--- src/rtl/qdec_pkg.sv ---
package qdec_pkg;

   typedef enum logic {
      QD_REV = 1'b0,
      QD_FWD = 1'b1
   } qd_dir_e;

   typedef struct packed {
      logic a;
      logic b;
   } qd_lvl_t;

endpackage

--- src/rtl/qdec_sync.sv ---
module qdec_sync #(
   parameter int STAGES = 2
) (
   input  logic clk,
   input  logic d,
   output logic q
);

   if (STAGES < 2) begin : g_bad_stages
      $error("qdec_sync: STAGES must be at least 2");
   end

   logic [STAGES-1:0] chain;

   for (genvar i = 0; i < STAGES; i++) begin : g_stage
      if (i == 0) begin : g_first
         always_ff @(posedge clk) chain[0] <= d;
      end else begin : g_next
         always_ff @(posedge clk) chain[i] <= chain[i-1];
      end
   end

   assign q = chain[STAGES-1];

endmodule

--- src/rtl/qdec_edge.sv ---
module qdec_edge
   import qdec_pkg::*;
(
   input  logic    clk,
   input  logic    rst,
   input  qd_lvl_t lvl,
   output logic    chg_a,
   output logic    chg_b
);

   qd_lvl_t prev;

   // At reset the stored level follows the live input, so release is quiet.
   always_ff @(posedge clk) begin
      prev <= lvl;
   end

   assign chg_a = (lvl.a ^ prev.a) & ~rst;
   assign chg_b = (lvl.b ^ prev.b) & ~rst;

endmodule

--- src/rtl/qdec_step_logic.sv ---
module qdec_step_logic
   import qdec_pkg::*;
(
   input  logic    chg_a,
   input  logic    chg_b,
   input  qd_lvl_t lvl,
   output logic    step_req,
   output logic    err_req,
   output qd_dir_e dir_req
);

   logic same;

   always_comb begin
      same     = (lvl.a == lvl.b);
      step_req = chg_a ^ chg_b;
      err_req  = chg_a & chg_b;
      // B moving: equal levels mean forward. A moving: equal levels mean reverse.
      if (chg_b) dir_req = same ? QD_FWD : QD_REV;
      else       dir_req = same ? QD_REV : QD_FWD;
   end

endmodule

--- src/rtl/qdec_position.sv ---
module qdec_position
   import qdec_pkg::*;
#(
   parameter int POS_W = 32
) (
   input  logic             clk,
   input  logic             rst,
   input  logic             step_req,
   input  logic             err_req,
   input  qd_dir_e          dir_req,
   output logic [POS_W-1:0] pos,
   output logic             step,
   output logic             err,
   output qd_dir_e          dir_q
);

   localparam logic [POS_W-1:0] ONE = {{(POS_W-1){1'b0}}, 1'b1};

   if (POS_W < 2) begin : g_bad_width
      $error("qdec_position: POS_W must be at least 2");
   end

   always_ff @(posedge clk) begin
      if (rst) begin
         pos   <= '0;
         dir_q <= QD_FWD;
         step  <= 1'b0;
         err   <= 1'b0;
      end else begin
         step <= step_req;
         err  <= err_req;
         if (step_req) begin
            dir_q <= dir_req;
            pos   <= (dir_req == QD_FWD) ? pos + ONE : pos - ONE;
         end
      end
   end

   p_step_moves_r10: assert property (@(posedge clk) disable iff (rst)
      step |-> (pos == ((dir_q == QD_FWD) ? $past(pos) + ONE : $past(pos) - ONE)));

   p_hold_quiet_r11: assert property (@(posedge clk) disable iff (rst)
      !step |-> (pos == $past(pos)));

   p_dir_hold_r10: assert property (@(posedge clk) disable iff (rst)
      !step |-> (dir_q == $past(dir_q)));

   p_err_excl_r7: assert property (@(posedge clk) disable iff (rst)
      !(step && err));

endmodule

--- src/rtl/quad_position_decoder.sv ---
module quad_position_decoder
   import qdec_pkg::*;
#(
   parameter int POS_W       = 32,
   parameter int SYNC_STAGES = 2
) (
   input  logic             clk,
   input  logic             rst,
   input  logic             ch_a,
   input  logic             ch_b,
   output logic [POS_W-1:0] position,
   output logic             step,
   output logic             dir_fwd,
   output logic             phase_err
);

   qd_lvl_t lvl;
   logic    chg_a, chg_b, step_req, err_req;
   qd_dir_e dir_req, dir_q;

   qdec_sync #(.STAGES(SYNC_STAGES)) u_sync_a (.clk(clk), .d(ch_a), .q(lvl.a));
   qdec_sync #(.STAGES(SYNC_STAGES)) u_sync_b (.clk(clk), .d(ch_b), .q(lvl.b));

   qdec_edge u_edge (
      .clk(clk), .rst(rst), .lvl(lvl), .chg_a(chg_a), .chg_b(chg_b)
   );

   qdec_step_logic u_dec (
      .chg_a(chg_a), .chg_b(chg_b), .lvl(lvl),
      .step_req(step_req), .err_req(err_req), .dir_req(dir_req)
   );

   qdec_position #(.POS_W(POS_W)) u_pos (
      .clk(clk), .rst(rst), .step_req(step_req), .err_req(err_req),
      .dir_req(dir_req), .pos(position), .step(step), .err(phase_err),
      .dir_q(dir_q)
   );

   assign dir_fwd = (dir_q == QD_FWD);

   p_reset_state_r9: assert property (@(posedge clk)
      rst |=> (position == '0 && dir_fwd && !step && !phase_err));

   p_err_pulse_r7: assert property (@(posedge clk) disable iff (rst)
      phase_err |-> (position == $past(position) && dir_fwd == $past(dir_fwd)));

endmodule

--- config.mk ---
export PLATFORM = sky130hd
export DESIGN_NAME = quad_position_decoder
export DESIGN_NICKNAME = d
export VERILOG_FILES = /design/src/rtl/qdec_pkg.sv /design/src/rtl/qdec_sync.sv /design/src/rtl/qdec_edge.sv /design/src/rtl/qdec_step_logic.sv /design/src/rtl/qdec_position.sv /design/src/rtl/quad_position_decoder.sv
export SDC_FILE = /design/constraint.sdc
export NUM_CORES = 1
export LEC_CHECK = 0
export ABC_AREA = 1
export ABC_CLOCK_PERIOD_IN_PS = 5600
export CAP_MARGIN = 20
export CELL_PAD_IN_SITES_DETAIL_PLACEMENT = 1
export CELL_PAD_IN_SITES_GLOBAL_PLACEMENT = 1
export CORE_UTILIZATION = 43
export CTS_CLUSTER_DIAMETER = 120
export CTS_CLUSTER_SIZE = 10
export DETAILED_ROUTE_END_ITERATION = 8
export PLACE_DENSITY_LB_ADDON = 0.1
export REMOVE_ABC_BUFFERS = 1
export SLEW_MARGIN = 20
export SYNTH_ARGS = -nofsm -noshare
export SYNTH_HDL_FRONTEND = slang
export SYNTH_SLANG_ARGS = --single-unit
--- constraint.sdc ---
create_clock -name clk -period 5.6 [get_ports clk]
set_input_delay 1.12 -clock clk [delete_from_list [all_inputs] [get_ports clk]]
set_output_delay 1.12 -clock clk [all_outputs]
set_load 0.005 [all_outputs]
After elaboration in Yosys (flattened, before gate mapping):

Cells that the tools add are included.

* add/subtract/negate cells: 2
* equality and inequality tests: 1
* mux-type cells: 4
* bitwise operators: 7

Operators by type and width (number)
* $add A32 B1 Y32 const B: 1
* $mux W32: 1
* $sub A32 B1 Y32 const B: 1
* $and A1 B1 Y1: 3
* $mux W1: 3
* $xor A1 B1 Y1: 3
* $eq A1 B1 Y1: 1
* $not A1 Y1: 1

* flip-flop bits (word level): 41
* output and inout port bits: 35

Longest topological paths before layout:

Gate-level depths: netlist of the first run.

* word-level depth: 4
* mapped depth: 21
* mapped depth without buffers: 20

Cells and area by module:

Synthesis of the first run repeated with hierarchy kept, for this count alone.

* cells, all modules: 689
* area total of the unflattened synthesis: 3858.7 um^2

By module, submodules not included
* qdec_position: times used 1, cells an instance 664, area an instance 3657.3 um^2, seq. area each 700.7 um^2
* qdec_sync: times used 2, cells an instance 2, area an instance 40.0 um^2, seq. area each 40.0 um^2
* qdec_edge: times used 1, cells an instance 11, area an instance 73.8 um^2, seq. area each 40.0 um^2
* qdec_step_logic: times used 1, cells an instance 10, area an instance 47.5 um^2, seq. area each 0.0 um^2

Least setup slack after synthesis of the first run:

OpenSTA, ideal clock, no wires.

* path type: input-to-reg
* from: input port rst
* to: register u_pos.pos[26]
* arrival time: 2856 ps
* slack: 2635 ps
* cell stages on the path: 20
* buffers on the path: 1
* cell sequence: buf_4 > nand2_1 > nand3_4 > nand2_8 > nand2_1 > nand2_1 > inv_1 > ha_1 > a21oi_1 > inv_1 > nand3_1 > nand2_1 > nand3_1 > nand2_1 > nand2_1 > nand2_1 > nand2_1 > nand3_1 > nand2_1 > inv_1

* word-level cells in the longest chain between the ends: 4

RTL lines
* from (decl): line quad_position_decoder.sv:8 `input logic rst,`
* $not A1 Y1: line qdec_edge.sv:18, qdec_edge.sv:19
* $and A1 B1 Y1: line qdec_edge.sv:19 `assign chg_b = (lvl.b ^ prev.b) & ~rst;`
* $mux W1: line qdec_step_logic.sv:19 `if (chg_b) dir_req = same ? QD_FWD : QD_REV;`
* $mux W32: line qdec_position.sv:34 `pos <= (dir_req == QD_FWD) ? pos + ONE : pos - ONE;`
* to (signal assigned): line qdec_position.sv:34
* to (decl): line qdec_position.sv:11 `output logic [POS_W-1:0] pos,`

Parallel ways exist; a longest one is shown, timed or not.
A chain may end at the register's enable or synchronous reset.

Final worst setup path of the first run:

* from: input port rst
* to: register u_pos.pos[22]

Same word-level chain as after synthesis.

==> summary.log, run 1 <==
[cts] number of buffers on the longest clock path 2
[logic_synthesis] Async SR Flop Fraction 0
[setup_path] Worst Reg-to-Reg Cells 20
[layout] fraction of layout cells with a size suffix above 1 0.0829
[setup_path] sequence of cells on the critical path clkdlybuf4s50_1 > inv_4 > nand2_2 > nand3_4 > nand2_8 > nand2_1 > nand2_1 > inv_1 > ha_1 > a21oi_1 > inv_1 > nand3_1 > nand2_1 > nand2_1 > nand2_1 > nand2_1 > nand2_1 > nand2_1 > nand3_1 > nand2_1 > inv_1
[logic_synthesis] dominant cells by area after synthesis sky130_fd_sc_hd__dfxtp_1 (22%), sky130_fd_sc_hd__nand2_1 (19%), sky130_fd_sc_hd__inv_1 (10%)
[layout] antenna diode count 0
[cts] # Post-CTS Setup Buffers 0
[cts] CTS Hold Bufs 0
[min_path] classification of the worst-slack hold path register to register
[drt] vias per inst 5.49
[global_routing] global router's overall resource usage 0.288
[setup_path] Setup CP Type primary input to register
[min_path] hold worst-path end u_sync_b.q
[layout] area occupied by multi-input gates 0.00234 sq mm
[logic_synthesis] syn avg cell area 5.94 sq um
[global_routing] initial antenna violation count 0
[global_routing] Overflow after GRT 0
[global_routing] vias in the first global route 4019
[logic_synthesis] Mapped Cells 622
[min_path] launch instance of the worst min-delay path u_sync_b.chain[0]
[cts] number of sinks on the clock net 41
[drt] total wire length 12300 um
[cts] Skew-Pair Late Insertion Delay 0.31 ns
[layout] net total in the final layout 656
[floorplan] Die Y 94.7 um
[global_routing] maximum number of pins on one net before global-route repair 63
[sta] Hold Violations, Final 0
[floorplan] Die Outline Area 0.00897 sq mm
[logic_synthesis] fraction of post-synthesis cell area in the top cell type by area 0.222
[layout] count of filler cells inserted in the layout 1190
[global_routing] first-pass GRT wire length 20100 um
[layout] area growth from synthesis to layout 13.9%
[placed_design] number of buffers inserted by port buffering 38
[run] maxcap violations 0
[setup_path] critical path capture point type register
[floorplan] effective utilization at floorplan 0.447
[sta] Final Setup Violations 0
[cts] TritonCTS clock tree built
[floorplan] die outline width 94.7 um
[sta] slew at the pin closest to its max-slew limit 0.798 ns
[setup_path] startpoint of the lowest-slack register-to-register path u_sync_b.q
[drt] antenna-violating nets left 0
[setup_path] terminus of the critical flop-to-flop path u_pos.pos[22]
[setup_path] startpoint class of the critical path primary input
[sta] highest clock rate 220 MHz
[logic_synthesis] area leader, netlist sky130_fd_sc_hd__dfxtp_1
[sta] Max Clock Skew 0.00950 ns
[floorplan] area inside the core boundary 0.00826 sq mm
[cts] Inserted Clock Buffers 5
[cts] clock-pin slew on the worst setup and hold paths 0.10 ns
[power] leakage component of the power 2.07 nW
[min_path] number of cells traversed by the worst hold path 0
[layout] Sequential Area 821 sq um
[logic_synthesis] cell area after technology mapping 0.00369 sq mm
[setup_path] worst path arrival time 4.75 ns
[drt] DR iter-0 viols 216
[layout] most frequent standard cell in the layout excluding fill and tap cells sky130_fd_sc_hd__nand2_1
[setup_path] cell at the slowest stage of the critical path sky130_fd_sc_hd__clkdlybuf4s50_1
[power] total power divided by cell area 315 mW/mm^2
[drt] Wirelength per Cell 16.3 um
[sta] crit share post-route 0.811
[placed_design] Routability Congestion 0.936
[cts] CTS H-tree depth 2
[drt] router iterations before antenna repair 4
[sta] Slew headroom 0.467
[setup_path] CP peak stage delay 0.99 ns
[logic_synthesis] number of flip-flops and latches in the synthesized netlist 41
[cts] CTS root buffer sky130_fd_sc_hd__clkbuf_8
[status] outcome complete, no violations
[drt] DRC violation count after routing 0
[logic_synthesis] sequential share of the synthesized area 0.222
[setup_path] critical path launch point rst
[layout] most used cells in the layout excluding fill and tap cells sky130_fd_sc_hd__nand2_1 (188), sky130_fd_sc_hd__inv_1 (99), sky130_fd_sc_hd__nor2_1 (53), sky130_fd_sc_hd__a21oi_1 (46), sky130_fd_sc_hd__nand3_1 (42)
[drt] total via count after detailed routing 4149
[logic_synthesis] count of flip-flops with a built-in enable after synthesis 0
[placed_design] DPL Wire Length 9450 um
[setup_path] data required time of the critical path 5.81 ns
[sta] Max Slew Vio Count 0
[power] worst voltage drop across the vdd grid 0.000130 V
[floorplan] boundary pin count 39
[cts] post-cts repair resize count 0
[sta] setup TNS 0 ns
[logic_synthesis] Most used DFF post-synth sky130_fd_sc_hd__dfxtp_1
[setup_path] most repeated library cell on the critical path sky130_fd_sc_hd__nand2_1
[sta] minimum period implied by the final worst setup slack 4.54 ns
[logic_synthesis] distinct cell type count after synthesis 35
[logic_synthesis] warnings from Yosys 0
[setup_path] setup slack on the worst flop-to-flop path 2.65 ns
[setup_path] critical path fanouts, max 62
[power] final total power 0.00132 W
[floorplan] row cnt 33
[sta] unrepaired setup endpoints after global routing no
## power by group
part	internal, W	switching, W	leakage, nW
registers	0.000336	0.0000760	0.341
clock network	0.0000944	0.000130	0.0511
logic	0.000260	0.000428	1.68
total	0.000691	0.000633	2.07
## critical path, delay by kind of cell
kind	cells	cell delay [ns]
fa+ha+maj	1	0.17
buf+inv	5	1.41
compound gates	1	0.23
simple gates	14	1.81
## sequential cells by signal, summed over array words and instances (netlist names)
signal          flops
u_pos.dir_q         1
u_sync_a.q          1
u_edge.prev         2
u_pos.pos          32
u_sync_b.chain      1
u_pos.err           1
u_sync_a.chain      1
u_pos.step          1
u_sync_b.q          1
## worst max path at each step
stage | to | slack [ns] | cells after the start
finish | u_pos.pos[22] | 1.06 | 21
global route | u_pos.pos[22] | 0.72 | 21
global placement | u_pos.pos[20] | 0.89 | 21
floorplan | u_pos.pos[22] | 2.54 | 20
detailed placement | u_pos.pos[20] | 0.73 | 21
CTS | u_pos.pos[22] | 1.05 | 21
## layout make-up
cell class | count | share of cell area
multi-input combinational | 458 | 0.557
sequential | 41 | 0.195
timing repair buffer | 41 | 0.100
inverter | 103 | 0.0930
tap | 105 | 0.0312
clock buffer | 5 | 0.0163
clock inverter | 3 | 0.00684
## routing by layer
layer | track usage | part of all wire | vias up
met4 | 0.0934 | 0.026 | 0
met5 | 0 | 0 | -
met3 | 0.0362 | 0.037 | 26
met1 | 0.368 | 0.46 | 1992
li1 | - | - | 2032
met2 | 0.496 | 0.48 | 99
## cell usage after synthesis (4+ instances only)
cell / number
sky130_fd_sc_hd__inv_1: 99
sky130_fd_sc_hd__nand3_1: 42
sky130_fd_sc_hd__clkbuf_1: 9
sky130_fd_sc_hd__o41ai_1: 18
sky130_fd_sc_hd__nand2_2: 20
sky130_fd_sc_hd__xor2_1: 19
sky130_fd_sc_hd__o21ai_0: 27
sky130_fd_sc_hd__nor3_1: 4
sky130_fd_sc_hd__nor2_1: 53
sky130_fd_sc_hd__buf_6: 4
sky130_fd_sc_hd__nand2_1: 188
sky130_fd_sc_hd__a21oi_1: 46
sky130_fd_sc_hd__xnor2_1: 5
sky130_fd_sc_hd__dfxtp_1: 41
sky130_fd_sc_hd__a41oi_1: 8
sky130_fd_sc_hd__nor2_2: 8
## logic make-up after synthesis
logic type / count (synthesis) / synth area share
buffers and inverters: 123 / 0.143
xor gates and xnor gates: 26 / 0.0687
and+or+nand+nor: 327 / 0.391
adders and majority gates: 2 / 0.00677
AOI/OAI and AO/OA: 103 / 0.168
DFF: 41 / 0.222
## per-stage QoR
step           instance area, sq um  instances  hold WS [ns]  worst slack, ns   util
2_1_floorplan                  3560        602         0.310             2.54      -
3_3_place_gp                   4080        747         0.312            0.889  0.495
3_5_place_dp                   4110        748         0.326            0.728  0.498
4_1_cts                        4210        756         0.351             1.05  0.510
5_1_grt                        4210        756         0.364            0.720  0.510
6_report                       4210        756         0.351             1.06  0.510
(Power assumes the default switching activity.)
==> run 2, diff against run 1 <==
--- a/config.mk
+++ b/config.mk
@@ -6,11 +6,11 @@
 export NUM_CORES = 1
 export LEC_CHECK = 0
 export ABC_AREA = 1
-export ABC_CLOCK_PERIOD_IN_PS = 5600
+export ABC_CLOCK_PERIOD_IN_PS = 3700
 export CAP_MARGIN = 20
 export CELL_PAD_IN_SITES_DETAIL_PLACEMENT = 1
 export CELL_PAD_IN_SITES_GLOBAL_PLACEMENT = 1
-export CORE_UTILIZATION = 43
+export CORE_UTILIZATION = 36
 export CTS_CLUSTER_DIAMETER = 120
 export CTS_CLUSTER_SIZE = 10
 export DETAILED_ROUTE_END_ITERATION = 8
==> constraint.sdc (replaced) <==
create_clock -name clk -period 3.7 [get_ports clk]
set_input_delay 0.74 -clock clk [delete_from_list [all_inputs] [get_ports clk]]
set_output_delay 0.74 -clock clk [all_outputs]
set_load 0.005 [all_outputs]
==> summary.log, run 2 (synthesis results as in run 1) <==
[status] outcome complete, no violations
[cts] CTS Hold Bufs 0 [unchanged]
[placed_design] number of buffers inserted by port buffering 38 [unchanged]
[sta] Max Clock Skew 0.00786 ns [-0.00163 ns]
[layout] area occupied by multi-input gates 0.00234 sq mm [unchanged]
[setup_path] Setup CP Type primary input to register
[global_routing] initial antenna violation count 0 [unchanged]
[floorplan] boundary pin count 39 [unchanged]
[layout] area growth from synthesis to layout 16.5%
[global_routing] maximum number of pins on one net before global-route repair 34 [-46%]
[setup_path] startpoint class of the critical path primary input
[drt] DR iter-0 viols 151 [-30%]
[run] maxcap violations 0 [unchanged]
[sta] worst hold margin 0.338 ns [-0.0131 ns]
[placed_design] Setup Slack @ Placement 0.0636 ns [-0.665 ns]
[min_path] classification of the worst-slack hold path register to register
[global_routing] Overflow after GRT 0 [unchanged]
[global_routing] vias in the first global route 4086 [+1.7%]
[sta] Hold Violations, Final 0 [unchanged]
[cts] CTS H-tree depth 2 [unchanged]
[drt] DRC violation count after routing 0 [unchanged]
[floorplan] Die Y 103 um [+9.1%]
[cts] number of buffers on the longest clock path 2 [unchanged]
[drt] total via count after detailed routing 4068 [-2.0%]
[placed_design] Routability Congestion 0.924 [-1.3%]
[sta] crit share post-route 0.893
[global_routing] global router's overall resource usage 0.261 [-0.0264]
[layout] leading registers by flop count u_pos.pos (32), u_edge.prev (2)
[cts] # Post-CTS Setup Buffers 0 [unchanged]
[layout] count of filler cells inserted in the layout 1347 [+13%]
[sta] fin worst setup slack 0.396 ns [-0.664 ns]
[cts] clock-pin slew on the worst setup and hold paths 0.09 ns [about the same]
[setup_path] worst path arrival time 3.53 ns [-1.22 ns]
[setup_path] setup slack on the worst flop-to-flop path 1.04 ns [-1.61 ns]
[sta] Slew headroom 0.614 [+0.147]
[cts] Skew-Pair Late Insertion Delay 0.32 ns [about the same]
[drt] total wire length 12900 um [+4.7%]
[sta] Max Slew Vio Count 0 [unchanged]
[drt] router iterations before antenna repair 4 [unchanged]
[layout] Sequential Area 821 sq um [unchanged]
[cts] post-cts repair resize count 0 [unchanged]
[setup_path] data required time of the critical path 3.92 ns [-1.89 ns]
[drt] vias per inst 5.14 [-6.4%]
[power] worst voltage drop across the vdd grid 0.000208 V [+59%]
[floorplan] row cnt 36 [+9.1%]
[power] total power divided by cell area 468 mW/mm^2 [+49%]
[floorplan] effective utilization at floorplan 0.375 [-0.0729]
[placed_design] DPL Wire Length 10100 um [+7.4%]
[power] leakage component of the power 2.11 nW [+1.6%]
[layout] antenna diode count 0 [unchanged]
[floorplan] Die Outline Area 0.0107 sq mm [+19%]
[sta] minimum period implied by the final worst setup slack 3.30 ns
[sta] setup TNS 0 ns [unchanged]
[floorplan] die outline width 103 um [+9.1%]
[setup_path] critical path capture point type register
[floorplan] area inside the core boundary 0.00986 sq mm [+19%]
[cts] number of sinks on the clock net 41 [unchanged]
[sta] highest clock rate 303 MHz
[sta] unrepaired setup endpoints after global routing no
[sta] Final Setup Violations 0 [unchanged]
[sta] slew at the pin closest to its max-slew limit 0.572 ns [-0.226 ns]
[drt] antenna-violating nets left 0 [unchanged]
[layout] most used cells in the layout excluding fill and tap cells sky130_fd_sc_hd__nand2_1 (188), sky130_fd_sc_hd__inv_1 (99), sky130_fd_sc_hd__nor2_1 (53), sky130_fd_sc_hd__a21oi_1 (46), sky130_fd_sc_hd__nand3_1 (42)
[layout] flip-flop count of the largest register, all copies and words added 32 [unchanged]
[layout] register bank with the most flops u_pos.pos
[layout] fraction of layout cells with a size suffix above 1 0.0941 [+0.0111]
[drt] Wirelength per Cell 16.3 um [about the same]
[cts] CTS root buffer sky130_fd_sc_hd__clkbuf_8
[global_routing] first-pass GRT wire length 21000 um [+4.5%]
[setup_path] critical path fanouts, max 21 [-66%]
[cts] Inserted Clock Buffers 5 [unchanged]
[cts] TritonCTS clock tree built
[layout] net total in the final layout 664 [+1.2%]
[layout] most frequent standard cell in the layout excluding fill and tap cells sky130_fd_sc_hd__nand2_1
-- run 2: changes by cell type in the layout (fill, tap and decap cells not counted), sizes merged --
cell / change
clkinvlp: +1
clkinv: +1
inv: -2
buf: +8
-- run 2: power breakdown --
| part | internal, W | switching (W) | total (W) |
|---|---|---|---|
| sequential | 0.000509 | 0.000119 | 0.000628 |
| clock | 0.000137 | 0.000200 | 0.000337 |
| combinational | 0.000403 | 0.000646 | 0.00105 |
| total | 0.00105 | 0.000965 | 0.00201 |
-- run 2: metal layers --
| metal | wire [um] | vias to the layer above | global-route usage | share of wire |
|---|---|---|---|---|
| met4 | 340 | 0 | 0.0888 | 0.026 |
| met2 | 6260 | 69 | 0.459 | 0.48 |
| met1 | 5910 | 1936 | 0.331 | 0.46 |
| met3 | 409 | 25 | 0.0309 | 0.032 |
| li1 | - | 2038 | - | - |
| met5 | 0 | - | 0 | 0 |
-- run 2: worst max-delay path: stages --
cell,delay [ns]
sky130_fd_sc_hd__clkdlybuf4s50_1,0.58
sky130_fd_sc_hd__inv_4,0.09
sky130_fd_sc_hd__nand2_2,0.09
sky130_fd_sc_hd__nand3_4,0.15
sky130_fd_sc_hd__nand2_8,0.22
sky130_fd_sc_hd__nand2_1,0.10
sky130_fd_sc_hd__nand2_1,0.11
sky130_fd_sc_hd__inv_1,0.05
sky130_fd_sc_hd__ha_1,0.17
sky130_fd_sc_hd__a21oi_1,0.19
sky130_fd_sc_hd__inv_1,0.08
sky130_fd_sc_hd__nand3_1,0.10
sky130_fd_sc_hd__nand2_1,0.15
sky130_fd_sc_hd__nand2_1,0.11
sky130_fd_sc_hd__nand2_1,0.14
sky130_fd_sc_hd__nand2_1,0.14
sky130_fd_sc_hd__nand2_1,0.06
sky130_fd_sc_hd__nand2_1,0.06
sky130_fd_sc_hd__nand3_1,0.07
sky130_fd_sc_hd__nand2_1,0.08
sky130_fd_sc_hd__inv_1,0.03
-- run 2: area by class of cell --
type,count,area share
well taps,133,0.0387
repair buffers,49,0.113
flip-flops and latches,41,0.191
clock buffers,5,0.0160
clock inverters,3,0.00581
multi-input cells,458,0.545
inverters,103,0.0910
-- run 2: path summary, 6_finish.rpt --
check | endpoint | from | depth (start not counted)
setup reg to reg | u_pos.pos[22] | u_sync_b.q | 20
setup / recovery | u_pos.pos[22] | rst | 21
hold reg to reg | u_sync_a.q | u_sync_a.chain[0] | 0
hold / removal | u_sync_a.q | u_sync_a.chain[0] | 0
-- run 2: per-stage QoR --
| step | total power [W] | std cells | utilization | area, sq um |
|---|---|---|---|---|
| 6_report | 0.00201 | 792 | 0.436 | 4310 |
| 5_1_grt | 0.00219 | 792 | 0.436 | 4310 |
| 4_1_cts | 0.00204 | 792 | 0.436 | 4310 |
| 3_5_place_dp | 0.00169 | 784 | 0.427 | 4210 |
| 3_3_place_gp | 0.00167 | 784 | 0.427 | 4210 |
| 2_1_floorplan | 0.00128 | 602 | - | 3560 |
==> run 3, diff against run 2 <==
--- a/config.mk
+++ b/config.mk
@@ -14,6 +14,7 @@
 export CTS_CLUSTER_DIAMETER = 120
 export CTS_CLUSTER_SIZE = 10
 export DETAILED_ROUTE_END_ITERATION = 8
+export MAX_ROUTING_LAYER = met4
 export PLACE_DENSITY_LB_ADDON = 0.1
 export REMOVE_ABC_BUFFERS = 1
 export SLEW_MARGIN = 20
==> summary.log, run 3 (synthesis results as in run 1) <==
[layout] count of filler cells inserted in the layout 1339 [-0.59%]
[placed_design] Routability Congestion 0.924 [about the same]
[setup_path] worst path arrival time 3.53 ns [about the same]
[layout] leading registers by flop count u_pos.pos (32), u_edge.prev (2)
[power] worst voltage drop across the vdd grid 0.000204 V [-2.0%]
[layout] share of the core filled with cells 0.436 [-0.000888]
[drt] DR iter-0 viols 183 [+21%]
[global_routing] initial antenna violation count 0 [unchanged]
[sta] worst hold margin 0.337 ns [-0.00171 ns]
[setup_path] setup slack on the worst flop-to-flop path 1.07 ns [+0.03 ns]
[setup_path] most repeated library cell on the critical path sky130_fd_sc_hd__nand2_1
[drt] total wire length 13100 um [+1.6%]
[setup_path] kind of cell with the highest combined delay on the critical path simple AND/OR/NAND/NOR gates
[drt] total via count after detailed routing 4121 [+1.3%]
[cts] number of sinks on the clock net 41 [unchanged]
[cts] number of buffers on the longest clock path 2 [unchanged]
[floorplan] area inside the core boundary 0.00986 sq mm [unchanged]
[placed_design] Setup Slack @ Placement 0.0647 ns [+0.00107 ns]
[power] total power divided by cell area 472 mW/mm^2 [+0.93%]
[setup_path] sequence of cells on the critical path clkdlybuf4s50_1 > inv_4 > nand2_2 > nand3_4 > nand2_8 > nand2_1 > nand2_1 > inv_1 > ha_1 > a21oi_1 > inv_1 > nand3_1 > nand2_1 > nand3_1 > nand2_1 > nand2_1 > nand2_1 > nand2_1 > nand3_1 > nand2_1 > inv_1
[layout] flip-flop count of the largest register, all copies and words added 32 [unchanged]
[placed_design] DPL Wire Length 10300 um [+1.9%]
[floorplan] Die Outline Area 0.0107 sq mm [unchanged]
[layout] area growth from synthesis to layout 16.3%
[sta] setup TNS 0 ns [unchanged]
[sta] minimum period implied by the final worst setup slack 3.31 ns [+0.00649 ns]
[layout] net total in the final layout 664 [unchanged]
[drt] Wirelength per Cell 16.6 um [+1.6%]
[sta] highest clock rate 302 MHz [-0.20%]
[placed_design] number of buffers inserted by port buffering 38 [unchanged]
[sta] Max Clock Skew 0.00884 ns [+0.000980 ns]
[power] leakage component of the power 2.11 nW [about the same]
[floorplan] row cnt 36 [unchanged]
[drt] antenna-violating nets left 0 [unchanged]
[global_routing] vias in the first global route 4157 [+1.7%]
[setup_path] CP Buf/Inv Count 5 [unchanged]
[setup_path] data required time of the critical path 3.92 ns [about the same]
[setup_path] terminus of the critical flop-to-flop path u_pos.pos[18]
[cts] CTS root buffer sky130_fd_sc_hd__clkbuf_8
[cts] Inserted Clock Buffers 5 [unchanged]
[cts] post-cts repair resize count 0 [unchanged]
[sta] Final Setup Violations 0 [unchanged]
[drt] vias per inst 5.20 [+1.3%]
[cts] Skew-Pair Late Insertion Delay 0.32 ns [about the same]
[layout] antenna diode count 0 [unchanged]
[floorplan] effective utilization at floorplan 0.375 [unchanged]
[setup_path] startpoint of the lowest-slack register-to-register path u_sync_b.q
[sta] fin worst setup slack 0.389 ns [-0.00649 ns]
[cts] TritonCTS clock tree built
[layout] Sequential Area 821 sq um [unchanged]
[global_routing] first-pass GRT wire length 21300 um [+1.8%]
[placed_design] instance area at placement 0.00420 sq mm [-0.30%]
[sta] crit share post-route 0.895 [+0.00175]
[min_path] hold worst-path end u_sync_b.q
[layout] most frequent standard cell in the layout excluding fill and tap cells sky130_fd_sc_hd__nand2_1
[sta] slew at the pin closest to its max-slew limit 0.622 ns [+0.0506 ns]
[cts] CTS Hold Bufs 0 [unchanged]
[min_path] launch instance of the worst min-delay path u_sync_b.chain[0]
[min_path] classification of the worst-slack hold path register to register
[floorplan] Die Y 103 um [unchanged]
[cts] CTS H-tree depth 2 [unchanged]
[min_path] number of cells traversed by the worst hold path 0 [unchanged]
[sta] Hold Violations, Final 0 [unchanged]
[global_routing] global router's overall resource usage 0.275 [+0.0139]
[sta] unrepaired setup endpoints after global routing no
[layout] most used cells in the layout excluding fill and tap cells sky130_fd_sc_hd__nand2_1 (188), sky130_fd_sc_hd__inv_1 (99), sky130_fd_sc_hd__nor2_1 (53), sky130_fd_sc_hd__a21oi_1 (46), sky130_fd_sc_hd__nand3_1 (42)
[sta] Slew headroom 0.580 [-0.0341]
[setup_path] critical path capture point type register
[layout] Layout Cell Area excl Fill 0.00430 sq mm [-0.20%]
[run] maxcap violations 0 [unchanged]
[global_routing] maximum number of pins on one net before global-route repair 34 [unchanged]
[setup_path] critical path fanouts, max 12 [-43%]
[setup_path] startpoint class of the critical path primary input
[floorplan] boundary pin count 39 [unchanged]
[setup_path] Worst Reg-to-Reg Cells 20 [unchanged]
[cts] clock-pin slew on the worst setup and hold paths 0.09 ns [about the same]
[setup_path] cell at the slowest stage of the critical path sky130_fd_sc_hd__clkdlybuf4s50_1
[layout] fraction of layout cells with a size suffix above 1 0.0941 [unchanged]
[floorplan] die outline width 103 um [unchanged]
[status] outcome complete, no violations
[setup_path] CP peak stage delay 0.62 ns [+0.04 ns]
[drt] router iterations before antenna repair 5 [+1]
[cts] # Post-CTS Setup Buffers 0 [unchanged]
[global_routing] Overflow after GRT 0 [unchanged]
[drt] DRC violation count after routing 0 [unchanged]
[layout] register bank with the most flops u_pos.pos
[setup_path] Setup CP Type primary input to register
[layout] area occupied by multi-input gates 0.00234 sq mm [unchanged]
[sta] Max Slew Vio Count 0 [unchanged]
## run 3: metrics by stage
stage | instances | power (W)
2_1_floorplan | 602 | 0.00128
3_3_place_gp | 784 | 0.00166
3_5_place_dp | 784 | 0.00169
4_1_cts | 792 | 0.00204
5_1_grt | 792 | 0.00220
6_report | 792 | 0.00203
## run 3: how the worst max path moves through the flow
stage          from            end  slack (ns)  cells past startpoint
6_report        rst  u_pos.pos[18]        0.39                     21
4_1_cts         rst  u_pos.pos[28]        0.41                     21
3_5_place_dp    rst  u_pos.pos[28]        0.06                     21
2_1_floorplan   rst  u_pos.pos[22]        1.02                     20
5_1_grt         rst  u_pos.pos[28]        0.11                     21
3_3_place_gp    rst  u_pos.pos[18]        0.19                     21
## run 3: area by class of cell
class                   count  area share
multi-input cells         458       0.546
flip-flops and latches     41       0.191
repair buffers             49       0.111
inverters                 103      0.0911
well taps                 133      0.0387
clock buffers               5      0.0160
clock inverters             3     0.00670
## run 3: layer usage
| layer | GRT usage | wire [um] | up-vias | part of all wire |
|---|---|---|---|---|
| met4 | 0.0856 | 350 | 0 | 0.027 |
| met3 | 0.0343 | 416 | 27 | 0.032 |
| met2 | 0.466 | 6230 | 99 | 0.47 |
| li1 | - | - | 2039 | - |
| met5 | - | 0 | - | 0 |
| met1 | 0.341 | 6130 | 1956 | 0.47 |
## run 3: power by group
part / leakage, nW / total [W] / switching, W / internal, W
Clock: 0.0511 / 0.000348 / 0.000205 / 0.000143
Sequential: 0.341 / 0.000625 / 0.000115 / 0.000509
Combinational: 1.72 / 0.00106 / 0.000656 / 0.000401
